$ cat src/rtl/et_pkg.sv
package et_pkg;

    typedef enum logic {
        PH_ARMED = 1'b0,
        PH_CAPT  = 1'b1
    } phase_t;

    // Bring a requested pass count into the legal range 1..maxp.
    function automatic int clamp_passes(input int req, input int maxp);
        if (req < 1)    return 1;
        if (req > maxp) return maxp;
        return req;
    endfunction

endpackage

$ cat src/rtl/et_pass_ctrl.sv
module et_pass_ctrl #(
    parameter int SAMPLES    = 16,
    parameter int MAX_PASSES = 16,
    localparam int IDX_W = $clog2(SAMPLES),
    localparam int OFF_W = $clog2(MAX_PASSES),
    localparam int NP_W  = $clog2(MAX_PASSES + 1)
) (
    input  logic             clk,
    input  logic             rst,
    input  logic             restart,
    input  logic             trig,
    input  logic             smp_valid,
    input  logic [NP_W-1:0]  num_passes,
    output logic             accept,
    output logic [IDX_W-1:0] idx,
    output logic [OFF_W-1:0] off,
    output logic [NP_W-1:0]  passes,
    output logic             busy,
    output logic             rec_done,
    output logic             rec_valid
);
    import et_pkg::*;

    phase_t           phase_q;
    logic [IDX_W-1:0] idx_q;
    logic [OFF_W-1:0] off_q;
    logic [NP_W-1:0]  passes_q;
    logic             done_q;
    logic             valid_q;
    logic             pass_end;
    logic             rec_end;

    always_comb begin
        accept   = (phase_q == PH_CAPT) && smp_valid && !restart;
        pass_end = accept && (idx_q == IDX_W'(SAMPLES - 1));
        rec_end  = pass_end && ((NP_W'(off_q) + NP_W'(1)) == passes_q);
    end

    always_ff @(posedge clk) begin
        if (rst) begin
            phase_q  <= PH_ARMED;
            idx_q    <= '0;
            off_q    <= '0;
            passes_q <= NP_W'(1);
            done_q   <= 1'b0;
            valid_q  <= 1'b0;
        end else begin
            done_q <= 1'b0;
            if (restart) begin
                phase_q <= PH_ARMED;
                idx_q   <= '0;
                off_q   <= '0;
                valid_q <= 1'b0;
            end else begin
                case (phase_q)
                    PH_ARMED: begin
                        if (trig) begin
                            phase_q <= PH_CAPT;
                            idx_q   <= '0;
                            if (off_q == '0) begin
                                passes_q <= NP_W'(clamp_passes(int'(num_passes), MAX_PASSES));
                                valid_q  <= 1'b0;
                            end
                        end
                    end
                    PH_CAPT: begin
                        if (accept) begin
                            idx_q <= idx_q + IDX_W'(1);
                        end
                        if (pass_end) begin
                            phase_q <= PH_ARMED;
                            idx_q   <= '0;
                            if (rec_end) begin
                                off_q   <= '0;
                                done_q  <= 1'b1;
                                valid_q <= 1'b1;
                            end else begin
                                off_q <= off_q + OFF_W'(1);
                            end
                        end
                    end
                    default: phase_q <= PH_ARMED;
                endcase
            end
        end
    end

    assign idx       = idx_q;
    assign off       = off_q;
    assign passes    = passes_q;
    assign busy      = (phase_q == PH_CAPT);
    assign rec_done  = done_q;
    assign rec_valid = valid_q;

endmodule

$ cat src/rtl/et_slot_writer.sv
module et_slot_writer #(
    parameter int SAMPLES    = 16,
    parameter int MAX_PASSES = 16,
    parameter int DATA_W     = 8,
    localparam int IDX_W  = $clog2(SAMPLES),
    localparam int OFF_W  = $clog2(MAX_PASSES),
    localparam int NP_W   = $clog2(MAX_PASSES + 1),
    localparam int ADDR_W = $clog2(SAMPLES * MAX_PASSES)
) (
    input  logic              clk,
    input  logic              rst,
    input  logic              accept,
    input  logic [IDX_W-1:0]  idx,
    input  logic [OFF_W-1:0]  off,
    input  logic [NP_W-1:0]   passes,
    input  logic [DATA_W-1:0] smp_data,
    output logic              wr_en,
    output logic [ADDR_W-1:0] wr_addr,
    output logic [DATA_W-1:0] wr_data
);
    typedef struct packed {
        logic              en;
        logic [ADDR_W-1:0] addr;
        logic [DATA_W-1:0] data;
    } slot_wr_t;

    slot_wr_t   nxt;
    slot_wr_t   cur;

    // Effective time position: sample number stretched by the pass count,
    // shifted by this pass's phase offset.
    always_comb begin
        nxt.en   = accept;
        nxt.addr = ADDR_W'(idx) * ADDR_W'(passes) + ADDR_W'(off);
        nxt.data = smp_data;
    end

    always_ff @(posedge clk) begin
        if (rst) begin
            cur <= '0;
        end else begin
            cur.en <= nxt.en;
            if (nxt.en) begin
                cur.addr <= nxt.addr;
                cur.data <= nxt.data;
            end
        end
    end

    assign wr_en   = cur.en;
    assign wr_addr = cur.addr;
    assign wr_data = cur.data;

endmodule

$ cat src/rtl/et_sample_placer.sv
module et_sample_placer #(
    parameter int SAMPLES    = 16,
    parameter int MAX_PASSES = 16,
    parameter int DATA_W     = 8,
    localparam int IDX_W  = $clog2(SAMPLES),
    localparam int OFF_W  = $clog2(MAX_PASSES),
    localparam int NP_W   = $clog2(MAX_PASSES + 1),
    localparam int ADDR_W = $clog2(SAMPLES * MAX_PASSES)
) (
    input  logic              clk,
    input  logic              rst,
    input  logic              restart,
    input  logic              trig,
    input  logic              smp_valid,
    input  logic [DATA_W-1:0] smp_data,
    input  logic [NP_W-1:0]   num_passes,
    output logic              wr_en,
    output logic [ADDR_W-1:0] wr_addr,
    output logic [DATA_W-1:0] wr_data,
    output logic              rec_done,
    output logic              rec_valid
);
    logic             accept;
    logic [IDX_W-1:0] idx;
    logic [OFF_W-1:0] off;
    logic [NP_W-1:0]  passes;
    logic             busy;

    et_pass_ctrl #(
        .SAMPLES   (SAMPLES),
        .MAX_PASSES(MAX_PASSES)
    ) u_ctrl (
        .clk       (clk),
        .rst       (rst),
        .restart   (restart),
        .trig      (trig),
        .smp_valid (smp_valid),
        .num_passes(num_passes),
        .accept    (accept),
        .idx       (idx),
        .off       (off),
        .passes    (passes),
        .busy      (busy),
        .rec_done  (rec_done),
        .rec_valid (rec_valid)
    );

    et_slot_writer #(
        .SAMPLES   (SAMPLES),
        .MAX_PASSES(MAX_PASSES),
        .DATA_W    (DATA_W)
    ) u_slot (
        .clk     (clk),
        .rst     (rst),
        .accept  (accept),
        .idx     (idx),
        .off     (off),
        .passes  (passes),
        .smp_data(smp_data),
        .wr_en   (wr_en),
        .wr_addr (wr_addr),
        .wr_data (wr_data)
    );

endmodule

$ cat config.mk
export PLATFORM = sky130hd
export DESIGN_NAME = et_sample_placer
export DESIGN_NICKNAME = d
export VERILOG_FILES = /design/src/rtl/et_pkg.sv /design/src/rtl/et_pass_ctrl.sv /design/src/rtl/et_slot_writer.sv /design/src/rtl/et_sample_placer.sv
export SDC_FILE = /design/constraint.sdc
export NUM_CORES = 1
export LEC_CHECK = 0
export CAP_MARGIN = 20
export CORE_UTILIZATION = 45
export DETAILED_ROUTE_END_ITERATION = 10
export GPL_TIMING_DRIVEN = 0
export PLACE_DENSITY = 0.72
export SKIP_LAST_GASP = 1
export SYNTH_ARGS = -nofsm -noshare
export SYNTH_HDL_FRONTEND = slang
export SYNTH_HIERARCHICAL = 1
export SYNTH_SLANG_ARGS = --single-unit
$ cat constraint.sdc
create_clock -name clk -period 4.1 [get_ports clk]
set_clock_uncertainty 0.1 [all_clocks]
set_input_delay 0.82 -clock clk [delete_from_list [all_inputs] [get_ports clk]]
set_output_delay 0.82 -clock clk [all_outputs]
set_load 0.02 [all_outputs]
# After elaboration in Yosys (flattened, before gate mapping)
# Cells that the tools add are included.
# W data, S select, Z words.
totals:
  ff_bits: 33
  in_bits: 18
  output_inout_bits: 19
  elab_cells: 69
classes:
  n_addsub: 4
  multipliers: 1
  order_cmp: 2
  n_eq_ne: 7
  mux: 31
  bitwise_logic: 3
  reduce_logical: 12
ops:
  columns: ["op", "n"]
  rows:
  - ["$mux W1", 21]
  - ["$mux W4", 4]
  - ["$mux W5", 3]
  - ["$add A4 B1 Y4 const B", 2]
  - ["$add A8 B4 Y8", 1]
  - ["$mul A4 B5 Y8", 1]
  - ["$pmux W4 S2", 1]
  - ["$reduce_and A4 Y1", 2]
  - ["$ne A2 B2 Y1 const B", 3]
  - ["$add A4 B1 Y5 const B", 1]
  - ["$eq A5 B5 Y1", 1]
  - ["$gt A5 B5 Y1 const B", 1]
  - ["$lt A5 B1 Y1 const B", 1]
  - ["$eq A4 B4 Y1 const B", 1]
  - ["$logic_and A1 B1 Y1", 4]
  - ["$logic_not A4 Y1", 1]
  - ["$pmux W1 S2", 2]
  - ["$reduce_and A2 Y1", 2]
  - ["$reduce_or A4 Y1", 1]
  - ["$ne A3 B2 Y1 const B", 1]
  - ["$not A1 Y1", 3]
  - ["$ne A2 B1 Y1 const B", 1]
  - ["$reduce_or A2 Y1", 1]
  - ["$logic_not A1 Y1", 1]

# Longest topological paths before layout
depth:
  ltp_word: 15
  mapped_depth: 11
  depth_no_buf: 11

# Cells and area by module
# The synthesis kept the hierarchy.
by_module_without_submodules:
  columns: ["module", "instances", "cells_each", "area_each_um2"]
  rows:
  - ["et_slot_writer", 1, 136, 1293.7]
  - ["et_pass_ctrl", 1, 104, 829.5]

# Worst setup path before layout
# No wires, ideal clock.
synth_path:
  path_kind: "reg2reg"
  startpoint: "reg u_ctrl.idx_q[3] (netlist: u_ctrl/idx[3])"
  endpoint: "reg u_slot.cur (netlist bit u_slot/wr_addr[5])"
  setup_ns: 0.116
  arrival_ns: 3.173
  setup_slack_ns: 0.711
  stages_incl_launch_ff: 11
  n_path_buf: 0
  period_less_slack_ns: 3.389
  path_cell_list: "dfxtp_1 > nand2_1 > fa_1 > fa_1 > fa_1 > inv_1 > ha_1 > nor2b_1 > o21a_1 > or3_1 > a31o_2"
synth_via:
  elab_chain_cells: 2
synth_rtl:
  columns: ["element", "line", "source"]
  rows:
  - ["start: declaration", "et_pass_ctrl.sv:25", "logic [IDX_W-1:0] idx_q;"]
  - ["start signal: assignment", "et_pass_ctrl.sv:68", "idx_q <= idx_q + IDX_W'(1);"]
  - ["$mul A4 B5 Y8", "et_slot_writer.sv:34", "nxt.addr = ADDR_W'(idx) * ADDR_W'(passes) + ADDR_W'(off);"]
  - ["$add A8 B4 Y8", "et_slot_writer.sv:34", null]
  - ["end: declaration", "et_slot_writer.sv:28", "slot_wr_t cur;"]
# Every way passes these cells.
# A chain may end at the register's enable or synchronous reset.

# Worst setup path in the final report
# Ends and elaborated chain as after synthesis.

==> results.md <==
* Area contributors post-synth: dfxtp_1, ha_1, fa_1
* Global placement routability congestion at 0.812
* Worst-path clk slew at roughly 70 ps
* Die Y-Extent at 70.7 um
* Ys Warns at 6
* Number of routed nets with antenna violations at 0
* DRT iter0 DRCs at 93
* Core ar. at between 4000 and 5000 um2
* Dpl cells at between 300 and 400
* CP Class: flip-flop to flip-flop
* Sequential power share at between 50% and 60%
* Clk pwr share at between 40% and 50%
* Setup crit end kind: flip-flop
* Cell variety after synth at between 40 and 50
* Fin crit share at 88.0%
* Remaining DRCs at 0
* Commonest non-fill, non-tap cells in the layout: clkdlybuf4s50_1, dfxtp_1, nor2_1
* Post-place setup slack at between 400 and 500 ps
* TNS Setup at 0 ps
* RSZ-0062 raised after global routing: false
* Antenna violations before repair at 0
* Global route overflow at 0
* Final core utilization at 59.6%
* Flops & latches, synth at 33
* Status: finished, final reports clean
* Largest net degree at the start of global routing at 11
* Main synth FF type: dfxtp_1
* Routed len/inst at 11.9 um
* Slew Limit Fails at 0
* Vias per inst at roughly 5.2
* Number of diodes at 0
* Post-CTS Setup Inserts at 0
* Num rows at 24
* Commonest non-fill, non-tap cell in the layout: clkdlybuf4s50_1
* Starting Density at a little under half
* P_leak at 1.11 nW
* Layout cell share with drive strength beyond 1 at 7.39%
* Yosys top cell area share at 31.1%
* Crit path DAT at between 3000 and 4000 ps
* Mapped Avg Cell Area at 8.85 um2
* Placed Area at 2550 um2
* H-tree levels at 2
* Sw power at between 0.1 and 0.15 mW
* Clock sinks at 33
* Fmax at between 200 and 300 MHz
* Rel. slew slack at 68.7%
* Leading area contributor after synthesis: dfxtp_1
* Final setup fails at 0
* Total of max-cap violations at 0
* Tot GR Track Use at approximately 17%
* Tightest Pin Transition at roughly 470 ps
* CP Launch Type: flip-flop
* Asr flop ratio synth at 0%
* Period minus WS final at roughly 3600 ps
* Die W at roughly 70 um
* Max IR drop VDD at 194 uV
* Synth-to-layout area growth at 24.8%
* Worst hold path class: flip-flop to flip-flop
* Clk Latency, worst-skew pair at 270 ps
* Setup ws final at 494 ps
* Final instance area at 2650 um2
* Syn_nets at 286
* CP Data Required Time at 4170 ps
* CP Max Fanout at 9
* Drt pass-1 iters at 4
* Power Density at 242 nW/um2
* Total Wirelength at 4010 um
* PortBufs at 36
* Number of global-route vias before repair at 1608
* Mapped cell area at about 2100 um2
* Layout Nets at about 330
* Post-synth EDFFs at 0
* CTS Buf Count at 5
* Post-DP HPWL at slightly above 3000 um
* Switching share of power at about a fifth
* Die ar. at 5000 um2
* First-pass GRT wire length at between 7000 and 8000 um
* CTS tree: built
* Resized cells post-CTS at 0
* Sequential element share of the synthesized area at roughly 31%
* Internal at 0.504 mW
* Post-route insts no fill at 336
* Clock Tree Root: clkbuf_8
* Hold_buf cts at 0
* Boundary Pins at 37
* Bufs on Longest Clock Path at 2
* Final hold viol count at 0
* Via count at ~1700
* Comb power frac at roughly 7.6%
* Cells after Synth at 240
layer usage:
metal | share of wire, % | vias up | track usage (%)
met4 | 0.85 | 0 | 4.67
met2 | 46 | 28 | 28.7
met5 | 0 | - | 0
met1 | 50 | 816 | 23.4
li1 | - | 898 | -
met3 | 3.0 | 2 | 3.42
final timing paths:
path | slack [ps] | depth (start not counted) | end | start
worst max register to register | 490 | 10 | u_slot/wr_addr[5] | u_ctrl/idx[3]
worst max-delay path | 490 | 10 | u_slot/wr_addr[5] | u_ctrl/idx[3]
worst min-delay path | 380 | 2 | u_slot/wr_addr[2] | u_slot/wr_addr[2]
worst min register to register | 380 | 2 | u_slot/wr_addr[2] | u_slot/wr_addr[2]
metrics by stage:
step	total power, mW	hold slack (ps)
floorplan	0.359	375
global placement	0.386	368
detailed placement	0.387	374
CTS	0.649	382
global route	0.672	396
finish	0.640	383
state kept, by name, summed over array words and instances (netlist names):
name / flops
u_ctrl/busy: 1
u_ctrl/idx: 4
u_ctrl/off: 4
u_ctrl/passes: 5
u_ctrl/rec_done: 1
u_ctrl/rec_valid: 1
u_slot/wr_addr: 8
u_slot/wr_data: 8
u_slot/wr_en: 1
cells in the mapped netlist, types with 4 or more instances:
cell type / count
dfxtp_1: 33
a21oi_1: 11
inv_1: 19
o21ai_0: 7
xnor2_1: 6
mux2i_1: 13
nand3_1: 8
nor2b_1: 7
clkbuf_1: 5
fa_1: 8
ha_1: 20
nor2_1: 25
nor3b_1: 4
nand2_1: 22
and2_1: 9
area by class of cell:
cell class	instances	area [um2]
Tap cell	52	65.1
Sequential cell	33	661
Clock inverter	1	5.00
Clock buffer	7	96.3
Fill cell	410	1790
Timing Repair Buffer	36	360
Buffer	8	33.8
Multi-Input combinational cell	180	1360
Inverter	19	71.3
cell families after synthesis:
logic type | after synthesis | share of synthesized area (%)
compound gates | 34 | 10.7
xor+xnor | 10 | 4.77
fa+ha+maj | 28 | 19.3
buf+inv | 27 | 4.95
flops | 33 | 31.1
mux | 13 | 6.13
simple gates | 95 | 23.0
power groups by stage:
| stage | sequential, mW | clock [mW] | combinational (mW) |
|---|---|---|---|
| floorplan | 0.338 | 0 | 0.0205 |
| CTS | 0.331 | 0.269 | 0.0486 |
| global placement | 0.338 | 0 | 0.0480 |
| detailed placement | 0.338 | 0 | 0.0485 |
| finish | 0.331 | 0.261 | 0.0483 |
| global route | 0.331 | 0.288 | 0.0529 |
worst max-delay path, cell delays in order (launching register included):
cell	delay (ps)
dfxtp_1	500
nand2_1	130
fa_1	520
fa_1	530
fa_1	520
inv_1	40
ha_1	320
nor2b_1	160
o21a_1	180
or3_1	310
a31o_2	200
No activity file was read; power rests on OpenSTA's default activity.
